==> config.mk <==
export PLATFORM = sky130hd
export DESIGN_NAME = dma_engine
export DESIGN_NICKNAME = d
export VERILOG_FILES = /design/src/rtl/dma_pkg.sv /design/src/rtl/dma_chan.sv /design/src/rtl/dma_prio.sv /design/src/rtl/dma_seq.sv /design/src/rtl/dma_engine.sv
export SDC_FILE = /design/constraint.sdc
export NUM_CORES = 1
export LEC_CHECK = 0
export BUFFER_PORTS_ARGS = -buffer_cell sky130_fd_sc_hd__clkbuf_2
export CAP_MARGIN = 15
export CORE_MARGIN = 5
export CORE_UTILIZATION = 40
export CTS_CLUSTER_SIZE = 28
export DETAILED_ROUTE_END_ITERATION = 10
export GPL_TIMING_DRIVEN = 1
export RECOVER_POWER = 100
export SLEW_MARGIN = 5
export SYNTH_ARGS = -nofsm -noshare
export SYNTH_HDL_FRONTEND = slang
export SYNTH_SLANG_ARGS = --single-unit
==> constraint.sdc <==
create_clock -name clk -period 7.5 [get_ports clk]
set_input_delay 1.875 -clock clk [delete_from_list [all_inputs] [get_ports clk]]
set_output_delay 1.875 -clock clk [all_outputs]
set_load 0.05 [all_outputs]
==> src/rtl/dma_pkg.sv <==
package dma_pkg;
  typedef enum logic [1:0] {
    XK_SINGLE = 2'd0,
    XK_BLOCK  = 2'd1,
    XK_DEMAND = 2'd2,
    XK_RSVD   = 2'd3
  } xfer_kind_e;

  // Mode word, low five bits of the mode write
  typedef struct packed {
    xfer_kind_e kind;       // [4:3]
    logic       auto_init;  // [2]
    logic       addr_dec;   // [1]
    logic       to_mem;     // [0]
  } chan_mode_t;

  localparam logic [2:0] SEL_ADDR   = 3'd0;
  localparam logic [2:0] SEL_COUNT  = 3'd1;
  localparam logic [2:0] SEL_MODE   = 3'd2;
  localparam logic [2:0] SEL_MASK   = 3'd3;
  localparam logic [2:0] SEL_SWREQ  = 3'd4;
  localparam logic [2:0] SEL_IRQCLR = 3'd5;
endpackage

==> src/rtl/dma_chan.sv <==
module dma_chan
  import dma_pkg::*;
#(
  parameter int AW = 16,
  parameter int CW = 16,
  parameter int DW = 16
) (
  input  logic          clk,
  input  logic          rst_n,
  input  logic          wr_en,
  input  logic [2:0]    wr_sel,
  input  logic [DW-1:0] wr_data,
  input  logic          dreq,
  input  logic          step,
  input  logic          finish,
  input  logic          notify,
  output logic [AW-1:0] addr,
  output logic          cnt_zero,
  output chan_mode_t    mode,
  output logic          want,
  output logic          irq_pend
);
  localparam int MW = $bits(chan_mode_t);

  logic [AW-1:0] base_a, cur_a;
  logic [CW-1:0] base_c, cur_c;
  logic          mask, swreq, done;
  logic          unused_hi;

  assign unused_hi = ^wr_data[DW-1:MW];

  always_ff @(posedge clk) begin
    if (!rst_n) begin
      base_a   <= '0;
      cur_a    <= '0;
      base_c   <= '0;
      cur_c    <= '0;
      mode     <= '0;
      mask     <= 1'b1;
      swreq    <= 1'b0;
      done     <= 1'b0;
      irq_pend <= 1'b0;
    end else if (wr_en) begin
      case (wr_sel)
        SEL_ADDR:   begin base_a <= wr_data[AW-1:0]; cur_a <= wr_data[AW-1:0]; end
        SEL_COUNT:  begin base_c <= wr_data[CW-1:0]; cur_c <= wr_data[CW-1:0]; done <= 1'b0; end
        SEL_MODE:   mode <= chan_mode_t'(wr_data[MW-1:0]);
        SEL_MASK:   mask <= wr_data[0];
        SEL_SWREQ:  if (wr_data[0]) swreq <= 1'b1;
        SEL_IRQCLR: irq_pend <= 1'b0;
        default: ;
      endcase
    end else begin
      if (step) begin
        if (cur_c == '0 && mode.auto_init) begin
          cur_a <= base_a;
          cur_c <= base_c;
        end else begin
          cur_c <= cur_c - 1'b1;
          cur_a <= mode.addr_dec ? cur_a - 1'b1 : cur_a + 1'b1;
          if (cur_c == '0) done <= 1'b1;
        end
      end
      if (finish) swreq <= 1'b0;
      if (finish && notify) irq_pend <= 1'b1;
    end
  end

  assign addr     = cur_a;
  assign cnt_zero = (cur_c == '0);
  assign want     = (dreq | swreq) & ~mask & ~done;

  p_count_step_r6: assert property (@(posedge clk) disable iff (!rst_n)
    (step && !wr_en && cur_c != '0) |=> (cur_c == $past(cur_c) - 1'b1));

  p_done_blocks_r11: assert property (@(posedge clk) disable iff (!rst_n)
    (step && !wr_en && cur_c == '0 && !mode.auto_init) |=> !want);

  p_reload_r12: assert property (@(posedge clk) disable iff (!rst_n)
    (step && !wr_en && cur_c == '0 && mode.auto_init) |=> (cur_c == base_c && cur_a == base_a));
endmodule

==> src/rtl/dma_prio.sv <==
module dma_prio #(
  parameter int N = 4
) (
  input  logic         clk,
  input  logic         rst_n,
  input  logic [N-1:0] req,
  output logic [N-1:0] pick
);
  always_comb begin
    pick = '0;
    for (int i = N - 1; i >= 0; i--) begin
      if (req[i]) begin
        pick    = '0;
        pick[i] = 1'b1;
      end
    end
  end

  p_lowest_wins_r10: assert property (@(posedge clk) disable iff (!rst_n)
    req[0] |-> pick[0]);

  p_pick_valid_r10: assert property (@(posedge clk) disable iff (!rst_n)
    (|req) |-> ($onehot(pick) && (pick & req) != '0));
endmodule

==> src/rtl/dma_seq.sv <==
module dma_seq
  import dma_pkg::*;
#(
  parameter int N = 4
) (
  input  logic         clk,
  input  logic         rst_n,
  input  logic [N-1:0] pick,
  input  logic         hold_ack,
  input  logic         eop_in,
  input  logic         act_zero,
  input  xfer_kind_e   act_kind,
  input  logic         act_want,
  output logic         hold_req,
  output logic [N-1:0] grant,
  output logic         xfer,
  output logic         finish,
  output logic         notify
);
  typedef enum logic [1:0] {S_IDLE, S_WAIT, S_XFER} seq_state_e;
  seq_state_e state;
  logic       term;

  always_comb begin
    case (act_kind)
      XK_BLOCK:  term = act_zero | eop_in;
      XK_DEMAND: term = act_zero | eop_in | ~act_want;
      default:   term = 1'b1;
    endcase
  end

  always_ff @(posedge clk) begin
    if (!rst_n) begin
      state <= S_IDLE;
      grant <= '0;
    end else begin
      case (state)
        S_IDLE: if (|pick) begin grant <= pick; state <= S_WAIT; end
        S_WAIT: if (hold_ack) state <= S_XFER;
        S_XFER: if (term) state <= S_IDLE;
        default: state <= S_IDLE;
      endcase
    end
  end

  assign xfer     = (state == S_XFER);
  assign hold_req = (state != S_IDLE);
  assign finish   = xfer & term;
  assign notify   = finish & (act_zero | eop_in);

  p_ack_before_strobe_r3: assert property (@(posedge clk) disable iff (!rst_n)
    xfer |-> hold_ack);

  p_release_r3: assert property (@(posedge clk) disable iff (!rst_n)
    finish |=> !hold_req);

  p_single_one_byte_r7: assert property (@(posedge clk) disable iff (!rst_n)
    (xfer && act_kind == XK_SINGLE) |=> !xfer);

  p_grant_onehot_r5: assert property (@(posedge clk) disable iff (!rst_n)
    hold_req |-> $onehot(grant));
endmodule

==> src/rtl/dma_engine.sv <==
module dma_engine
  import dma_pkg::*;
#(
  parameter int N  = 4,
  parameter int AW = 16,
  parameter int CW = 16,
  localparam int CHW = $clog2(N),
  localparam int DW  = (AW > CW) ? AW : CW
) (
  input  logic           clk,
  input  logic           rst_n,
  input  logic           reg_we,
  input  logic [CHW-1:0] reg_ch,
  input  logic [2:0]     reg_sel,
  input  logic [DW-1:0]  reg_wdata,
  input  logic [N-1:0]   dreq,
  input  logic           eop_in,
  input  logic           hold_ack,
  output logic           hold_req,
  output logic [AW-1:0]  bus_addr,
  output logic           mem_rd,
  output logic           mem_wr,
  output logic [N-1:0]   dack,
  output logic           tc,
  output logic           irq
);
  localparam int MW = $bits(chan_mode_t);

  logic [AW-1:0] addr_v [N];
  logic [MW-1:0] mode_v [N];
  logic [N-1:0]  zero_v, want_v, irq_v, pick, grant;
  logic          xfer, finish, notify;
  logic [AW-1:0] act_addr;
  logic [MW-1:0] act_bits;
  chan_mode_t    act_mode;
  logic          act_zero, act_want;

  for (genvar g = 0; g < N; g++) begin : g_ch
    chan_mode_t m;
    dma_chan #(.AW(AW), .CW(CW), .DW(DW)) u_ch (
      .clk      (clk),
      .rst_n    (rst_n),
      .wr_en    (reg_we && reg_ch == CHW'(g)),
      .wr_sel   (reg_sel),
      .wr_data  (reg_wdata),
      .dreq     (dreq[g]),
      .step     (xfer && grant[g]),
      .finish   (finish && grant[g]),
      .notify   (notify),
      .addr     (addr_v[g]),
      .cnt_zero (zero_v[g]),
      .mode     (m),
      .want     (want_v[g]),
      .irq_pend (irq_v[g])
    );
    assign mode_v[g] = m;
  end

  dma_prio #(.N(N)) u_prio (
    .clk   (clk),
    .rst_n (rst_n),
    .req   (want_v),
    .pick  (pick)
  );

  always_comb begin
    act_addr = '0;
    act_bits = '0;
    for (int i = 0; i < N; i++) begin
      if (grant[i]) begin
        act_addr = act_addr | addr_v[i];
        act_bits = act_bits | mode_v[i];
      end
    end
  end
  assign act_mode = chan_mode_t'(act_bits);
  assign act_zero = |(zero_v & grant);
  assign act_want = |(want_v & grant);

  dma_seq #(.N(N)) u_seq (
    .clk      (clk),
    .rst_n    (rst_n),
    .pick     (pick),
    .hold_ack (hold_ack),
    .eop_in   (eop_in),
    .act_zero (act_zero),
    .act_kind (act_mode.kind),
    .act_want (act_want),
    .hold_req (hold_req),
    .grant    (grant),
    .xfer     (xfer),
    .finish   (finish),
    .notify   (notify)
  );

  assign bus_addr = xfer ? act_addr : '0;
  assign mem_wr   = xfer & act_mode.to_mem;
  assign mem_rd   = xfer & ~act_mode.to_mem;
  assign dack     = xfer ? grant : '0;
  assign tc       = xfer & act_zero;
  assign irq      = |irq_v;

  p_dack_matches_strobe_r5: assert property (@(posedge clk) disable iff (!rst_n)
    (mem_rd || mem_wr) |-> $onehot(dack));

  p_quiet_without_bus_r3: assert property (@(posedge clk) disable iff (!rst_n)
    !hold_req |-> (dack == '0 && !mem_rd && !mem_wr));
endmodule

## After elaboration in Yosys (flattened, before gate mapping)

Cells that the tools add are included.

| storage, ports and cells | value |
|---|---|
| word-level logic and storage cells | 309 |
| output and inout port bits | 25 |
| bits in registers | 298 |

| operators by class | value |
|---|---|
| reductions and logical operators | 86 |
| eq/ne operators | 39 |
| muxes and demuxes | 85 |
| bitwise logic cells | 37 |
| add/sub/neg operators | 12 |

Operators with widths:

| cell | count |
|---|---|
| $mux W16 | 35 |
| $sub A16 B1 Y16 const B | 8 |
| $add A16 B1 Y16 const B | 4 |
| $logic_not A16 Y1 | 4 |
| $reduce_and A2 Y1 | 29 |
| $or A16 B16 Y16 | 3 |
| $ne A2 B2 Y1 const B | 22 |
| $mux W1 | 36 |
| $reduce_bool A2 Y1 | 17 |
| $logic_and A1 B1 Y1 | 20 |
| $mux W4 | 5 |
| $mux W5 | 4 |
| $reduce_and A4 Y1 | 4 |
| $reduce_or A4 Y1 | 4 |
| $or A5 B5 Y5 | 3 |
| $reduce_and A3 Y1 | 5 |
| $and A1 B1 Y1 | 13 |
| $ne A2 B1 Y1 const B | 5 |
| $not A1 Y1 | 10 |
| $and A4 B4 Y4 | 2 |
| $eq A2 B2 Y1 const B | 4 |
| $eq A2 B1 Y1 const B | 3 |
| $eq A3 B2 Y1 const B | 2 |
| $eq A3 B3 Y1 const B | 2 |
| 7 further kinds | 15 |

## Depth between registers and ports, before layout

| logic depth | value |
|---|---|
| word-level depth | 14 |
| gate-level depth with buffers | 11 |
| gate-level depth less buffers | 9 |

## Hierarchy

A second synthesis with hierarchy kept.

| unflattened totals | value |
|---|---|
| cells, all modules | 2310 |
| area total of the unflattened synthesis | 18103.6 sq um |

Modules (own cells, without submodules):

| module | seq. area each (sq um) | instances | area an instance (sq um) | cells each |
|---|---|---|---|---|
| dma_chan (g_ch[2].u_ch ...) | 1461.4 | 2 | 4290.4 | 543 |
| dma_chan (g_ch[0].u_ch ...) | 1461.4 | 2 | 4256.6 | 546 |
| dma_engine | 0.0 | 1 | 636.9 | 89 |
| dma_seq | 120.1 | 1 | 334.1 | 39 |
| dma_prio | 0.0 | 1 | 38.8 | 4 |

## Worst setup path after synthesis

Ideal clock, no wire load.

| path | value |
|---|---|
| path kind | reg2out |
| start point | reg g_ch[3].u_ch.cur_c[0] |
| end point | out tc |
| data required time | 5.625 ns |
| setup slack | 3.671 ns |
| arrival time | 1.954 ns |
| buffers on the path | 0 |
| cell stages (with the launch flop) | 7 |
| cells stage by stage | dfxtp_1 inv_1 ha_1 or4b_2 o32a_1 nand3_1 and2_1 |

| between the ends | value |
|---|---|
| cells in the longest elaborated chain, start to end | 4 |

Ends and longest elaborated chain:

| item | line | source |
|---|---|---|
| start, declared | dma_chan.sv:26 | `logic [CW-1:0] base_c, cur_c;` |
| start signal, assigned | dma_chan.sv:57 | `cur_c <= base_c;` |
| start signal, assigned | dma_chan.sv:59 | `cur_c <= cur_c - 1'b1;` |
| $logic_not A16 Y1 | dma_chan.sv:70 | `assign cnt_zero = (cur_c == '0);` |
| $and A4 B4 Y4 | dma_engine.sv:77 | `assign act_zero = \|(zero_v & grant);` |
| $reduce_or A4 Y1 | dma_engine.sv:77 |  |
| $and A1 B1 Y1 | dma_engine.sv:100 | `assign tc = xfer & act_zero;` |
| end, declared | dma_engine.sv:24 | `output logic tc,` |

No other way between the ends.

## Final worst setup path

| path | value |
|---|---|
| start point | in reg_ch[0] |
| end point | reg g_ch[2].u_ch.cur_c[0] |

| between the ends | value |
|---|---|
| cells in the longest elaborated chain, start to end | 4 |
| elaborated cells on any way between the ends | 6 |
| those cells by class | eq/ne (2); mux (1); reduce/logical (3) |

Ends and longest elaborated chain:

| item | line | source |
|---|---|---|
| start, declared | dma_engine.sv:13 | `input logic [CHW-1:0] reg_ch,` |
| $eq A2 B2 Y1 * | dma_engine.sv:43 | `.wr_en (reg_we && reg_ch == CHW'(g)),` |
| $logic_and A1 B1 Y1 * | dma_engine.sv:43 |  |
| $ne A2 B2 Y1 (no source line) or $reduce_bool A2 Y1 (tied branches) | -- |  |
| $reduce_and A2 Y1 (no source line) | -- |  |
| end signal, assigned | dma_chan.sv:57 |  |
| end signal, assigned | dma_chan.sv:59 |  |
| end, declared | dma_chan.sv:26 |  |

Mark *: on every way between the ends. The rest lies on a longest branch, timed or not.
A chain may end at the register's enable or synchronous reset.

==> results_dict.tcl <==
set metrics [dict create \
    tightest_slew_ps 2100 \
    fin_crit_ps 5410 \
    synthTopCellsByCount "nand2_1 (405), a21oi_1 (348), dfxtp_1 (298)" \
    synth-seq-area-share_pct 34.3 \
    synth_compound_area_share_pct 27.6 \
    final_hold_viol_count 0 \
    synth.area.mux_share_pct 0.525 \
    synth_most_common_cell "nand2_1" \
    async_flop_share_pct 0 \
    regArea_sq_um 5970 \
    holdCritPathClass "reg -> reg" \
    dieArea_sq_um 47700 \
    path_class "in -> reg" \
    drt.antenna.violating_nets 0 \
    place_hpwl_mm 38.7 \
    cts_setup_buffers 0 \
    p_sw_w 0.000888 \
    synth_area_sq_um 17400 \
    ys.flop_type "dfxtp_1" \
    area_growth_syn_to_layout_pct 8.38 \
    synth_area_leaders "dfxtp_1 (34%), a21oi_1 (10%), nand2_1 (8.7%)" \
    ios 55 \
    fillers 4349 \
    cts_resized 0 \
    dpl.cell_count 2834 \
    clock_latency_ps 530 \
    die_h_um 218 \
    max-vdd-ir-drop_v 0.000105 \
    cts_tree "yes" \
    grt_pass1_vias 15858 \
    cts_root_buf "clkbuf_16" \
    syn_avg_cell_area_sq_um 7.41 \
    fmax_mhz 185 \
    drive_gt1_share_pct 5.56 \
    tns_ps 0 \
    synth_cell_types 81 \
    initial_core_util_pct 40.4 \
    row_count 76 \
    fin_hold_ws_ps 449 \
    antennaDiodeCount 0 \
    fp.coreArea_sq_um 43100 \
    die_w_um 218 \
    pre_cts_slack_ps 2360 \
    rsz0062_at_grt "no" \
    place_congestion 0.889 \
    worstPathRequired_ps 7840 \
    cts.sinks 298 \
    dr.pass1.iters 6 \
    antenna_found_initial 0 \
    power_w 0.00349 \
    clockPowerShare_pct 45.2 \
    yosys.area.top_type_share_pct 34.3 \
    synth-xor-area-share_pct 4.33 \
    drcViolationCount 0 \
    yosysWarnings 0 \
    grt_first_pass_wirelength_mm 92.3 \
    wl_per_cell_um 20.6 \
    path_clk_slew_ps 60 \
    cp_max_fo 33 \
    crit_path_start_kind "input pin" \
    cts_max_path_buffers 3 \
    yosys.area_share.simple_pct 23.4 \
    synth-edff-count 0 \
    p_sw_share_pct 25.4 \
    synthAdderAreaFrac_pct 5.21 \
    setup_viol 0 \
    status "finished, violations left" \
    overflow 0 \
    stdcell_count 2889 \
    netlist_instances 2348 \
    cts_buffers 34 \
    finalCritPeriodShare_pct 72.1 \
    p_comb_share_pct 8.6 \
    vias 17291 \
    port_buffers 54 \
    ctsHoldBuffers 0 \
    layout_setup_ws_ps 2090 \
    routed_wl_mm 59.6 \
    fin_nets 2386 \
    drt-initial-drc-count 1891 \
    vias_per_cell 5.99 \
    skew_ps 21.8 \
    grt_use_total_pct 24.1 \
    synth_top_family_by_area "compound AO/OA/AOI/OAI gates" \
    synth.largest_area_cell "dfxtp_1" \
    grt_max_degree 107 \
    ys_seq_elements 298 \
    cp.arrival_ps 5750 \
    powerDensity_nw_per_um2 185 \
    p_int_w 0.00261 \
    end_kind "flip-flop" \
    p_leak_nw 7.18 \
    pwr-share-seq_pct 46.2 \
    maxCapViolCount 2 \
    maxSlewViolCount 93 \
    violations "capacitance limit, slew limit" \
    max-slew-margin-rel_pct -40.1 \
    syn_nets 2448 \
    htree_levels 2 \
    multi_input_area_sq_um 10600 \
]
## registers in the layout, summed over array words and instances (netlist names)
register and count:
g_ch.u_ch.addr 64, g_ch.u_ch.base_a 64, g_ch.u_ch.base_c 64, g_ch.u_ch.cur_c 64, g_ch.u_ch.mode 20, g_ch.u_ch.done 4
g_ch.u_ch.irq_pend 4, g_ch.u_ch.mask 4, g_ch.u_ch.swreq 4, u_seq.grant 4, u_seq.state 2
## power by group through the flow
stage / clock network [W] / logic (W) / registers [W]
global route: 0.00167 / 0.000330 / 0.00161
finish: 0.00158 / 0.000301 / 0.00161
CTS: 0.00161 / 0.000299 / 0.00161
detailed placement: 0 / 0.000298 / 0.00165
global placement: 0 / 0.000293 / 0.00165
floorplan: 0 / 0.000210 / 0.00164
## worst max-delay path, cell delays in order
cell and delay (ps):
clkbuf_1 460, nand3b_1 180, clkbuf_1 1080, nand3_1 630, nand2_1 930, o21ai_0 200, a211oi_1 270, a2111oi_0 100
## worst paths after layout
kind | from | end | slack, ps | depth (start not counted)
hold / removal | g_ch[3].u_ch.base_a[10] | g_ch[3].u_ch.base_a[10] | 450 | 2
setup / recovery | reg_ch[0] | g_ch[2].u_ch.cur_c[0] | 2090 | 8
hold reg to reg | g_ch[3].u_ch.base_a[10] | g_ch[3].u_ch.base_a[10] | 450 | 2
setup reg to reg | u_seq.grant[2] | g_ch[2].u_ch.cur_c[0] | 4070 | 5
## layer usage
layer	GRT usage, %	up-vias	part of all wire [%]
met1	34.5	8196	45
met4	8.44	0	3.5
met5	0	-	0
met3	3.42	110	7.1
met2	37.3	661	44
li1	-	8324	-
## kinds of logic after synthesis
kind of cell	count (synthesis)
and+or+nand+nor	886
AOI/OAI and AO/OA	792
DFF	298
buffers and inverters	207
xor gates and xnor gates	86
adders and majority gates	70
muxes	9
## stage by stage
stage               util (%)  area (sq um)
global placement        41.5         17900
detailed placement      41.5         17900
global route            43.7         18800
CTS                     43.9         18900
floorplan                  -         17400
finish                  43.7         18800
## layout make-up
class	instances	share of cell area [%]
timing repair buffer	76	2.09
multi-input combinational	1843	56.3
clock buffer	50	5.26
inverter	33	0.684
tap	585	3.88
clock inverter	4	0.159
sequential	298	31.7
## cells in the final DEF (no fill, tap or decap), types with 7 or more instances in the layout
cell	synthesis	layout
a31oi_1	28	28
a211o_1	8	8
buf_4	2	20
a22oi_1	41	41
dfxtp_1	298	298
o31ai_1	10	10
xnor2_1	34	34
nor4b_1	6	7
or3_1	35	35
a311oi_1	7	7
ha_1	66	66
nor2b_1	14	14
clkbuf_1	149	38
a21oi_1	348	348
nand2b_1	13	13
mux2i_1	8	8
a211oi_1	70	70
clkbuf_2	0	27
nand3b_1	13	13
a21o_1	18	18
nor2_1	162	162
and2_1	7	8
a2111oi_0	6	7
and3_1	17	17
nor4_1	15	15
inv_1	32	32
o211ai_1	50	50
clkbuf_16	0	35
nand3_1	94	94
o21a_1	8	8
nand2_1	405	405
o21ai_0	144	146
nor3_1	65	65
xor2_1	52	52
(Power assumes the default switching activity.)
